--- config.mk ---
export PLATFORM = sky130hd
export DESIGN_NAME = sdram_seq_ctrl
export DESIGN_NICKNAME = d
export VERILOG_FILES = /design/src/rtl/sdc_pkg.sv /design/src/rtl/sdc_refresh_tick.sv /design/src/rtl/sdc_read_capture.sv /design/src/rtl/sdram_seq_ctrl.sv
export SDC_FILE = /design/constraint.sdc
export NUM_CORES = 1
export LEC_CHECK = 0
export BUFFER_PORTS_ARGS = -buffer_cell sky130_fd_sc_hd__buf_2
export CAP_MARGIN = 20
export CORE_MARGIN = 4
export CORE_UTILIZATION = 50
export CTS_BUF_LIST = sky130_fd_sc_hd__clkbuf_16
export DETAILED_ROUTE_END_ITERATION = 6
export GPL_TIMING_DRIVEN = 0
export PLACE_DENSITY = 0.87
export SLEW_MARGIN = 15
export SYNTH_ARGS = -nofsm -noshare
export SYNTH_HDL_FRONTEND = slang
export SYNTH_HIERARCHICAL = 1
export SYNTH_SLANG_ARGS = --single-unit
export TNS_END_PERCENT = 20
--- constraint.sdc ---
create_clock -name clk -period 1.8 [get_ports clk]
set_input_delay 0.27 -clock clk [delete_from_list [all_inputs] [get_ports clk]]
set_output_delay 0.27 -clock clk [all_outputs]
set_load 0.05 [all_outputs]
--- src/rtl/sdc_pkg.sv ---
`timescale 1ns/1ps
package sdc_pkg;

    // {cs_n, ras_n, cas_n, we_n}
    typedef enum logic [3:0] {
        CMD_MRS = 4'b0000,
        CMD_REF = 4'b0001,
        CMD_PRE = 4'b0010,
        CMD_ACT = 4'b0011,
        CMD_WR  = 4'b0100,
        CMD_RD  = 4'b0101,
        CMD_NOP = 4'b0111
    } sd_cmd_e;

    typedef enum logic [3:0] {
        ST_PWRUP, ST_PREALL, ST_REF, ST_MRS, ST_IDLE,
        ST_PRE, ST_ACT, ST_RW, ST_WAIT
    } ctl_state_e;

    typedef struct packed {
        logic       cas3;   // 1: latency 3, 0: latency 2
        logic [1:0] bl;     // beats = 1 << bl
    } mode_t;

    function automatic logic [12:0] mode_word(mode_t m);
        logic [12:0] w;
        w      = '0;
        w[2:0] = {1'b0, m.bl};
        w[6:4] = m.cas3 ? 3'd3 : 3'd2;
        w[9]   = 1'b1;          // single-beat writes
        return w;
    endfunction

    function automatic logic [3:0] beats(logic [1:0] bl);
        return 4'd1 << bl;
    endfunction

endpackage

--- src/rtl/sdc_refresh_tick.sv ---
`timescale 1ns/1ps
module sdc_refresh_tick #(
    parameter int INTERVAL = 2083
) (
    input  logic clk,
    input  logic rst,
    input  logic en,
    input  logic ack,
    output logic due
);
    localparam int CW = $clog2(INTERVAL + 1);

    logic [CW-1:0] cnt;

    always_ff @(posedge clk) begin
        if (rst || !en) begin
            cnt <= CW'(INTERVAL - 1);
            due <= 1'b0;
        end else begin
            if (cnt == '0) begin
                cnt <= CW'(INTERVAL - 1);
                due <= 1'b1;
            end else begin
                cnt <= cnt - 1'b1;
                if (ack) due <= 1'b0;
            end
        end
    end
endmodule

--- src/rtl/sdc_read_capture.sv ---
`timescale 1ns/1ps
module sdc_read_capture
    import sdc_pkg::*;
#(
    parameter int DQ_W = 16
) (
    input  logic            clk,
    input  logic            rst,
    input  logic            rd_issued,   // READ on the bus this cycle
    input  mode_t           mode,
    input  logic [DQ_W-1:0] dq_in,
    output logic            rd_valid,
    output logic [DQ_W-1:0] rd_data
);
    localparam int MAX_CL = 3;

    logic [MAX_CL-1:0] age;
    logic [3:0]        left;
    logic              first_beat;

    always_comb first_beat = mode.cas3 ? age[2] : age[1];

    always_ff @(posedge clk) begin
        if (rst) begin
            age      <= '0;
            left     <= '0;
            rd_valid <= 1'b0;
            rd_data  <= '0;
        end else begin
            age <= {age[MAX_CL-2:0], rd_issued};
            if (first_beat) begin
                rd_valid <= 1'b1;
                rd_data  <= dq_in;
                left     <= beats(mode.bl) - 4'd1;
            end else if (left != '0) begin
                rd_valid <= 1'b1;
                rd_data  <= dq_in;
                left     <= left - 4'd1;
            end else begin
                rd_valid <= 1'b0;
            end
        end
    end
endmodule

--- src/rtl/sdram_seq_ctrl.sv ---
`timescale 1ns/1ps
module sdram_seq_ctrl
    import sdc_pkg::*;
#(
    parameter int BANK_W    = 2,
    parameter int ROW_W     = 13,
    parameter int COL_W     = 9,
    parameter int DQ_W      = 16,
    parameter int INIT_CYC  = 26600,
    parameter int REF_INT   = 2083,
    parameter int TRCD      = 3,
    parameter int TRP       = 3,
    parameter int TRFC      = 9,
    parameter int TMRD      = 2,
    parameter int TWR       = 2,
    parameter int INIT_REFS = 2
) (
    input  logic                          clk,
    input  logic                          rst,
    input  logic                          cfg_cas3,
    input  logic [1:0]                    cfg_bl,
    input  logic                          cfg_load,
    input  logic                          req_valid,
    output logic                          req_ready,
    input  logic                          req_write,
    input  logic [BANK_W+ROW_W+COL_W-1:0] req_addr,
    input  logic [DQ_W-1:0]               req_wdata,
    input  logic [DQ_W/8-1:0]             req_mask,
    output logic                          rd_valid,
    output logic [DQ_W-1:0]               rd_data,
    output logic [3:0]                    sd_cmd,
    output logic [BANK_W-1:0]             sd_ba,
    output logic [ROW_W-1:0]              sd_addr,
    output logic [DQ_W-1:0]               sd_dq_out,
    output logic                          sd_dq_oe,
    output logic [DQ_W/8-1:0]             sd_dqm,
    input  logic [DQ_W-1:0]               sd_dq_in
);
    localparam int ADDR_W = BANK_W + ROW_W + COL_W;
    localparam int MASK_W = DQ_W / 8;
    localparam int TMAX   = (INIT_CYC > 64) ? INIT_CYC : 64;
    localparam int TW     = $clog2(TMAX + 1);
    localparam int RW_W   = $clog2(INIT_REFS + 1);
    localparam logic [ROW_W-1:0] A10 = ROW_W'(1) << 10;

    ctl_state_e          st, ret;
    logic [TW-1:0]       tmr;
    logic [RW_W-1:0]     refs_left;
    logic                init_done, mrs_pend, pre_all;
    logic                open_v;
    logic [BANK_W-1:0]   open_bank, cur_bank;
    logic [ROW_W-1:0]    open_row, cur_row;
    logic [COL_W-1:0]    cur_col;
    logic                cur_wr;
    logic [DQ_W-1:0]     cur_data;
    logic [MASK_W-1:0]   cur_mask;
    mode_t               mode, cfg_m;
    logic                ref_due, ref_ack, hit;
    logic [BANK_W-1:0]   a_bank;
    logic [ROW_W-1:0]    a_row;

    assign cfg_m   = '{cas3: cfg_cas3, bl: cfg_bl};
    assign a_bank  = req_addr[ADDR_W-1 -: BANK_W];
    assign a_row   = req_addr[COL_W +: ROW_W];
    assign hit     = open_v && (a_bank == open_bank) && (a_row == open_row);
    assign ref_ack = (st == ST_REF) && init_done;
    assign req_ready = (st == ST_IDLE) && !ref_due && !mrs_pend;

    sdc_refresh_tick #(.INTERVAL(REF_INT)) u_tick (
        .clk(clk), .rst(rst), .en(init_done), .ack(ref_ack), .due(ref_due)
    );

    sdc_read_capture #(.DQ_W(DQ_W)) u_cap (
        .clk(clk), .rst(rst), .rd_issued(sd_cmd == CMD_RD), .mode(mode),
        .dq_in(sd_dq_in), .rd_valid(rd_valid), .rd_data(rd_data)
    );

    always_ff @(posedge clk) begin
        if (rst) begin
            st        <= ST_PWRUP;
            ret       <= ST_IDLE;
            tmr       <= TW'(INIT_CYC - 1);
            refs_left <= RW_W'(INIT_REFS);
            init_done <= 1'b0;
            mrs_pend  <= 1'b0;
            pre_all   <= 1'b0;
            open_v    <= 1'b0;
            open_bank <= '0;
            open_row  <= '0;
            cur_bank  <= '0;
            cur_row   <= '0;
            cur_col   <= '0;
            cur_wr    <= 1'b0;
            cur_data  <= '0;
            cur_mask  <= '0;
            mode      <= '0;
            sd_cmd    <= CMD_NOP;
            sd_ba     <= '0;
            sd_addr   <= '0;
            sd_dq_out <= '0;
            sd_dq_oe  <= 1'b0;
            sd_dqm    <= '0;
        end else begin
            sd_cmd   <= CMD_NOP;
            sd_dq_oe <= 1'b0;
            sd_dqm   <= '0;
            case (st)
                ST_PWRUP: begin
                    if (tmr == '0) st <= ST_PREALL;
                    else           tmr <= tmr - 1'b1;
                end
                ST_PREALL: begin
                    sd_cmd  <= CMD_PRE;
                    sd_addr <= A10;
                    open_v  <= 1'b0;
                    tmr     <= TW'(TRP - 1);
                    ret     <= ST_REF;
                    st      <= ST_WAIT;
                end
                ST_REF: begin
                    sd_cmd <= CMD_REF;
                    tmr    <= TW'(TRFC - 1);
                    st     <= ST_WAIT;
                    if (!init_done) begin
                        refs_left <= refs_left - 1'b1;
                        ret <= (refs_left == RW_W'(1)) ? ST_MRS : ST_REF;
                    end else begin
                        ret <= ST_IDLE;
                    end
                end
                ST_MRS: begin
                    sd_cmd    <= CMD_MRS;
                    sd_ba     <= '0;
                    sd_addr   <= ROW_W'(mode_word(cfg_m));
                    mode      <= cfg_m;
                    mrs_pend  <= 1'b0;
                    init_done <= 1'b1;
                    tmr       <= TW'(TMRD - 1);
                    ret       <= ST_IDLE;
                    st        <= ST_WAIT;
                end
                ST_IDLE: begin
                    if (ref_due || mrs_pend) begin
                        pre_all <= 1'b1;
                        if (open_v) begin
                            st  <= ST_PRE;
                            ret <= ref_due ? ST_REF : ST_MRS;
                        end else begin
                            st  <= ref_due ? ST_REF : ST_MRS;
                        end
                    end else if (req_valid) begin
                        cur_bank <= a_bank;
                        cur_row  <= a_row;
                        cur_col  <= req_addr[COL_W-1:0];
                        cur_wr   <= req_write;
                        cur_data <= req_wdata;
                        cur_mask <= req_mask;
                        pre_all  <= 1'b0;
                        if (hit) begin
                            st <= ST_RW;
                        end else if (open_v) begin
                            st  <= ST_PRE;
                            ret <= ST_ACT;
                        end else begin
                            st <= ST_ACT;
                        end
                    end
                end
                ST_PRE: begin
                    sd_cmd  <= CMD_PRE;
                    sd_ba   <= open_bank;
                    sd_addr <= pre_all ? A10 : '0;
                    open_v  <= 1'b0;
                    tmr     <= TW'(TRP - 1);
                    st      <= ST_WAIT;
                end
                ST_ACT: begin
                    sd_cmd    <= CMD_ACT;
                    sd_ba     <= cur_bank;
                    sd_addr   <= cur_row;
                    open_v    <= 1'b1;
                    open_bank <= cur_bank;
                    open_row  <= cur_row;
                    tmr       <= TW'(TRCD - 1);
                    ret       <= ST_RW;
                    st        <= ST_WAIT;
                end
                ST_RW: begin
                    sd_ba   <= cur_bank;
                    sd_addr <= ROW_W'(cur_col);
                    ret     <= ST_IDLE;
                    st      <= ST_WAIT;
                    if (cur_wr) begin
                        sd_cmd    <= CMD_WR;
                        sd_dq_oe  <= 1'b1;
                        sd_dq_out <= cur_data;
                        sd_dqm    <= cur_mask;
                        tmr       <= TW'(TWR - 1);
                    end else begin
                        sd_cmd <= CMD_RD;
                        // hold the bus until the last beat has been taken
                        tmr <= TW'(beats(mode.bl)) + (mode.cas3 ? TW'(2) : TW'(1));
                    end
                end
                ST_WAIT: begin
                    if (tmr == '0) st <= ret;
                    else           tmr <= tmr - 1'b1;
                end
                default: st <= ST_IDLE;
            endcase
            if (cfg_load) mrs_pend <= 1'b1;
        end
    end
endmodule

**Word-level counts from Yosys, hierarchy flattened**

Index checks and enable logic that the tools add are counted.

- Word-level logic and storage cells: 141
- Output and inout port bits: 56
- Flip-flop bits (word level): 165

- Reductions and logical operators: 39
- Eq/ne operators: 19
- Shifts and indexed selects: 1
- Add/subtract/negate cells: 6
- Bitwise operators: 4
- Multiplexer cells: 42

Operators with widths:

| operator | count |
|---|---|
| one-hot mux 15 bit (5 select lines) | 1 |
| one-hot mux 13 bit (5 select lines) | 1 |
| two-way mux 4 bit | 11 |
| two-way mux 16 bit | 2 |
| equality test 4 x 3 -> 1 bit (second input constant) | 5 |
| one-hot mux 4 bit (5 select lines) | 1 |
| one-hot mux 4 bit (4 select lines) | 1 |
| zero test 15 bit | 1 |
| two-way mux 15 bit | 1 |
| one-hot mux 3 bit (5 select lines) | 1 |
| nonzero test 5 bit | 3 |
| subtractor 15 x 1 -> 15 bit (second input constant) | 1 |
| two-way mux 1 bit | 14 |
| equality test 13 bit | 1 |
| zero test 12 bit | 1 |
| OR reduction 2 bit | 6 |
| subtractor 12 x 1 -> 12 bit (second input constant) | 1 |
| two-way mux 11 bit | 1 |
| nonzero test 2 bit | 5 |
| equality test 4 x 2 -> 1 bit (second input constant) | 2 |
| AND reduction 2 bit | 4 |
| subtractor 4 x 1 -> 4 bit (second input constant) | 2 |
| two-way mux 2 bit | 3 |
| two-way mux 3 bit | 2 |
| 24 further kinds | 40 |

**Logic depth before layout (Yosys ltp)**

- Word-level depth: 7
- Mapped depth: 9
- Depth with buffers taken out: 8

**Modules after synthesis**

Netlist, hierarchy kept.

Modules (own cells, without submodules):

| module | cells each | times used | area each (um^2) |
|---|---|---|---|
| sdram_seq_ctrl | 640 | 1 | 5176.2 |
| sdc_read_capture | 106 | 1 | 964.7 |
| sdc_refresh_tick | 73 | 1 | 676.9 |

**Worst setup path after synthesis**

Ideal clock, no wire load.

- Kind: reg-to-reg
- Start: register st[2]
- End: register cur_data[3]
- Arrival: 1768 ps
- Library setup time: 132 ps
- Slack: -100 ps
- Data required time: 1668 ps
- Clock period less this slack: 1900 ps
- Path buffers: 2
- Cell stages (with the launch flop): 9
- Cells stage by stage: dfxtp_1 buf_2 nor4b_2 nand2_1 inv_1 nand2_1 clkbuf_1 nand2_1 a21oi_1

- Cells in the longest elaborated chain, start to end: 2

Ends and longest elaborated chain:

| what | RTL line | text |
|---|---|---|
| start: declaration | sdram_seq_ctrl.sv:46 | `ctl_state_e st, ret;` |
| start signal: assignment | sdram_seq_ctrl.sv:149 | `st <= ref_due ? ST_REF : ST_MRS;` |
| start signal: assignment | sdram_seq_ctrl.sv:206 | `if (tmr == '0) st <= ret;` |
| equality test 4 x 3 -> 1 bit | sdram_seq_ctrl.sv:107 | `case (st)` |
| AND reduction 3 bit (no source line) | n/a |  |
| end signal: assignment | sdram_seq_ctrl.sv:156 | `cur_data <= req_wdata;` |
| end: declaration | sdram_seq_ctrl.sv:55 | `logic [DQ_W-1:0] cur_data;` |

No other way between the ends.
A chain may end at the register's enable or synchronous reset.

**Worst setup path in the final report**

- Start: register st[2]
- End: output port req_ready

- Cells in the longest elaborated chain, start to end: 3

Ends and longest elaborated chain:

| what | RTL line | text |
|---|---|---|
| equality test 4 x 3 -> 1 bit | sdram_seq_ctrl.sv:67 | `assign req_ready = (st == ST_IDLE) && !ref_due && !mrs_pend;` |
| logical AND 1 bit (2 in a row) | sdram_seq_ctrl.sv:67 |  |
| end: declaration | sdram_seq_ctrl.sv:24 | `output logic req_ready,` |

No other way between the ends.

==> reports/metrics.csv <==
metric;value;unit
Cell Pwr Density;1110;nW/µm²
Clock Power Share;43.6;%
synthesized area per cell;8.325;µm²
area leader, netlist;dfxtp_1;
Clock transition at path regs;60;ps
H-Tree Depth;4;
overall routing resource usage;24.33;%
Worst Slack Setup Final;-130.7;ps
initial cell density of the core;51.28;%
layout cell share with drive strength beyond 1;25.61;%
die height;124.8;µm
Post-route DRC;0;
top cells by area, synth;dfxtp_1, nand2_1, a21oi_1, nor2_1, nand3_1;
MaxCap Viol Count;0;
Most used DFF post-synth;dfxtp_1;
die area;15570;µm²
post-synthesis sequential area ratio;47.86;%
initial antenna violation count;1;
sw power;2.661;mW
maximum clock path buffer count;2;
failing checks;negative setup slack;
top cells by count, synth;nand2_1, dfxtp_1, a21oi_1, nor2_1, clkbuf_1;
yosys warns;6;
# clock sinks;163;
Yosys reg bits;163;
sw frac;27.60;%
CP max stage cell;dfxtp_2;
Setup crit end kind;output pin;
Hold Crit Class;in2reg;
final WL;20150;µm
CTS root buf;clkbuf_16;
Tot Pwr;9.641;mW
status;finished, violations left;
global route total overflow;0;
Worst path max stage delay;330;ps
post-synth top area share;47.86;%
CP max FO;10;
post-route cell area;8686;µm²
port buffer count;120;
CTS tree;yes;
Crit path arrival time;1660;ps
Core Rows;42;
Syn Nets;893;
critical setup path kind;reg2out;
Syn-to-layout area delta;27.40;%
combinational group share of total power;16.0;%
hold_buf cts;0;
vias per inst;5.812;
# IOs;122;
P_leak;3.327;nW
Worst EP required;1530;ps
Placed Area;7642;µm²
fin crit share;107.3;%
Worst setup SP type;flip-flop;
drt wl/cell;17.43;µm
max-slew violations;0;
Synth cell types;76;
Cells after Synth;819;
RSZ-0062 raised after global routing;yes;
Slew headroom;51.46;%
Max IR drop VDD;758.6;µV
Setup Viol. Count Final;7;
Die W;124.8;µm
Final #Nets;1042;
fmax;517.9;MHz
Hold Vio Cnt, Final;0;
worst hold slack;71.56;ps
DRT iter0 DRCs;619;
ys async rst share;0;%
Post-synth EDFFs;0;
HPWL after DPL;13130;µm
Vias;6719;
Slew @ Worst Pin;722.6;ps
worst skew pair latency;430;ps
final RePlAce weighted congestion;0.9289;
setup tns final;-316.8;ps
first-pass GRT wire length;31170;µm
Place WS;-425.8;ps
CP cell instances;buf_6 -> nor4b_4 -> nand2_2 -> clkinvlp_4 -> buf_8;
TritonCTS Buffers;17;
most frequent cell after synthesis;nand2_1;
sequential power share;40.4;%
post-layout minimum cycle time;1931;ps
diode count;0;
vias in the first global route;6324;
Cell Area, Synth;6818;µm²
Core Footprint;13300;µm²
1st-pass router iterations;6;
Routed Antenna Nets;0;
largest net degree at the start of global routing;17;
internal power;6.980;mW
Fin Clk Skew;7.485;ps
==> area by class of cell <==
| class | instances | area (µm²) |
|---|---|---|
| repair buffers | 133 | 708.2 |
| multi-input cells | 591 | 3455 |
| plain buffers | 47 | 276.5 |
| well taps | 176 | 220.2 |
| fillers | 1000 | 4609 |
| clock inverters | 14 | 257.7 |
| flip-flops and latches | 163 | 3283 |
| inverters | 15 | 60.06 |
| clock buffers | 17 | 425.4 |
==> through the flow <==
step                      std cells  utilization [%]
after floorplan                 819                -
after global placement         1115            57.48
after detailed placement       1115            57.48
after CTS                      1148            63.94
after global routing           1156            65.33
final                          1156            65.33
==> flip-flops by register name, summed over array words and instances (netlist names), 3 cells and up <==
name and count:
sd_addr 13, mode 3, open_row 13, cur_row 13, ret 3, cur_col 9
u_cap/left 4, st 4, sd_cmd 3, cur_data 16, tmr 15, u_cap/rd_data 16
u_tick/cnt 12, sd_dq_out 16, u_cap/age 3
==> power by group through the flow <==
stage / combinational (mW) / sequential, mW / clock [mW]
after detailed placement: 1.43 / 3.97 / 0
final: 1.54 / 3.90 / 4.20
after global placement: 1.39 / 3.97 / 0
after floorplan: 0.616 / 4.40 / 0
after global routing: 1.63 / 3.92 / 4.36
after CTS: 1.46 / 3.89 / 4.21
==> worst max-delay path: cells and delay by family (launching register included) <==
kind                   cells  cell delay, ps
AND/OR/NAND/NOR            2             480
buffers and inverters      3             420
flip-flops                 1             330
==> logic make-up (layout without fill, tap and decap cells) <==
group	count (synthesis)	count (layout)	synth area share [%]
AOI/OAI and AO/OA	210	210	19.01
buffers and inverters	65	226	4.056
and+or+nand+nor	345	345	23.75
DFF	163	163	47.86
muxes	6	6	0.9909
xor gates and xnor gates	21	21	2.698
adders and majority gates	8	8	1.578
other	1	1	0.05500
==> layout by cell type (no fill, tap or decap), types with 14 or more instances in the layout <==
cell	instances
o21ai_0	25
buf_4	18
buf_2	125
clkbuf_1	18
dfxtp_1	155
nor3_1	14
nand3_1	32
a21oi_1	117
nor2_1	43
nand2_1	179
clkbuf_16	17
==> repair_timing <==
item                                    in CTS  in global routing
endpoints found under the setup margin      94                 91
buffers inserted                             5                  8
cloned                                       0                  0
pin swaps                                    5                  7
gates resized for setup                     52                 50
==> layer usage <==
| metal | share of wire (%) | track usage, % | up-vias |
|---|---|---|---|
| met4 | 3.6 | 11.28 | 2 |
| met3 | 8.6 | 6.304 | 74 |
| met2 | 49 | 41.19 | 346 |
| li1 | - | - | 3167 |
| met5 | 0.065 | 0 | - |
| met1 | 39 | 28.81 | 3130 |
==> worst paths after layout <==
check / cells after the start / slack, ps / startpoint / endpoint
worst max-delay path: 5 / -130 / st[2] / req_ready
worst min-delay path: 3 / 70 / req_wdata[15] / cur_data[15]
worst min register to register: 2 / 450 / cur_data[0] / sd_dq_out[0]
worst max register to register: 7 / -90 / st[2] / ret[0]
(Power assumes the default switching activity.)
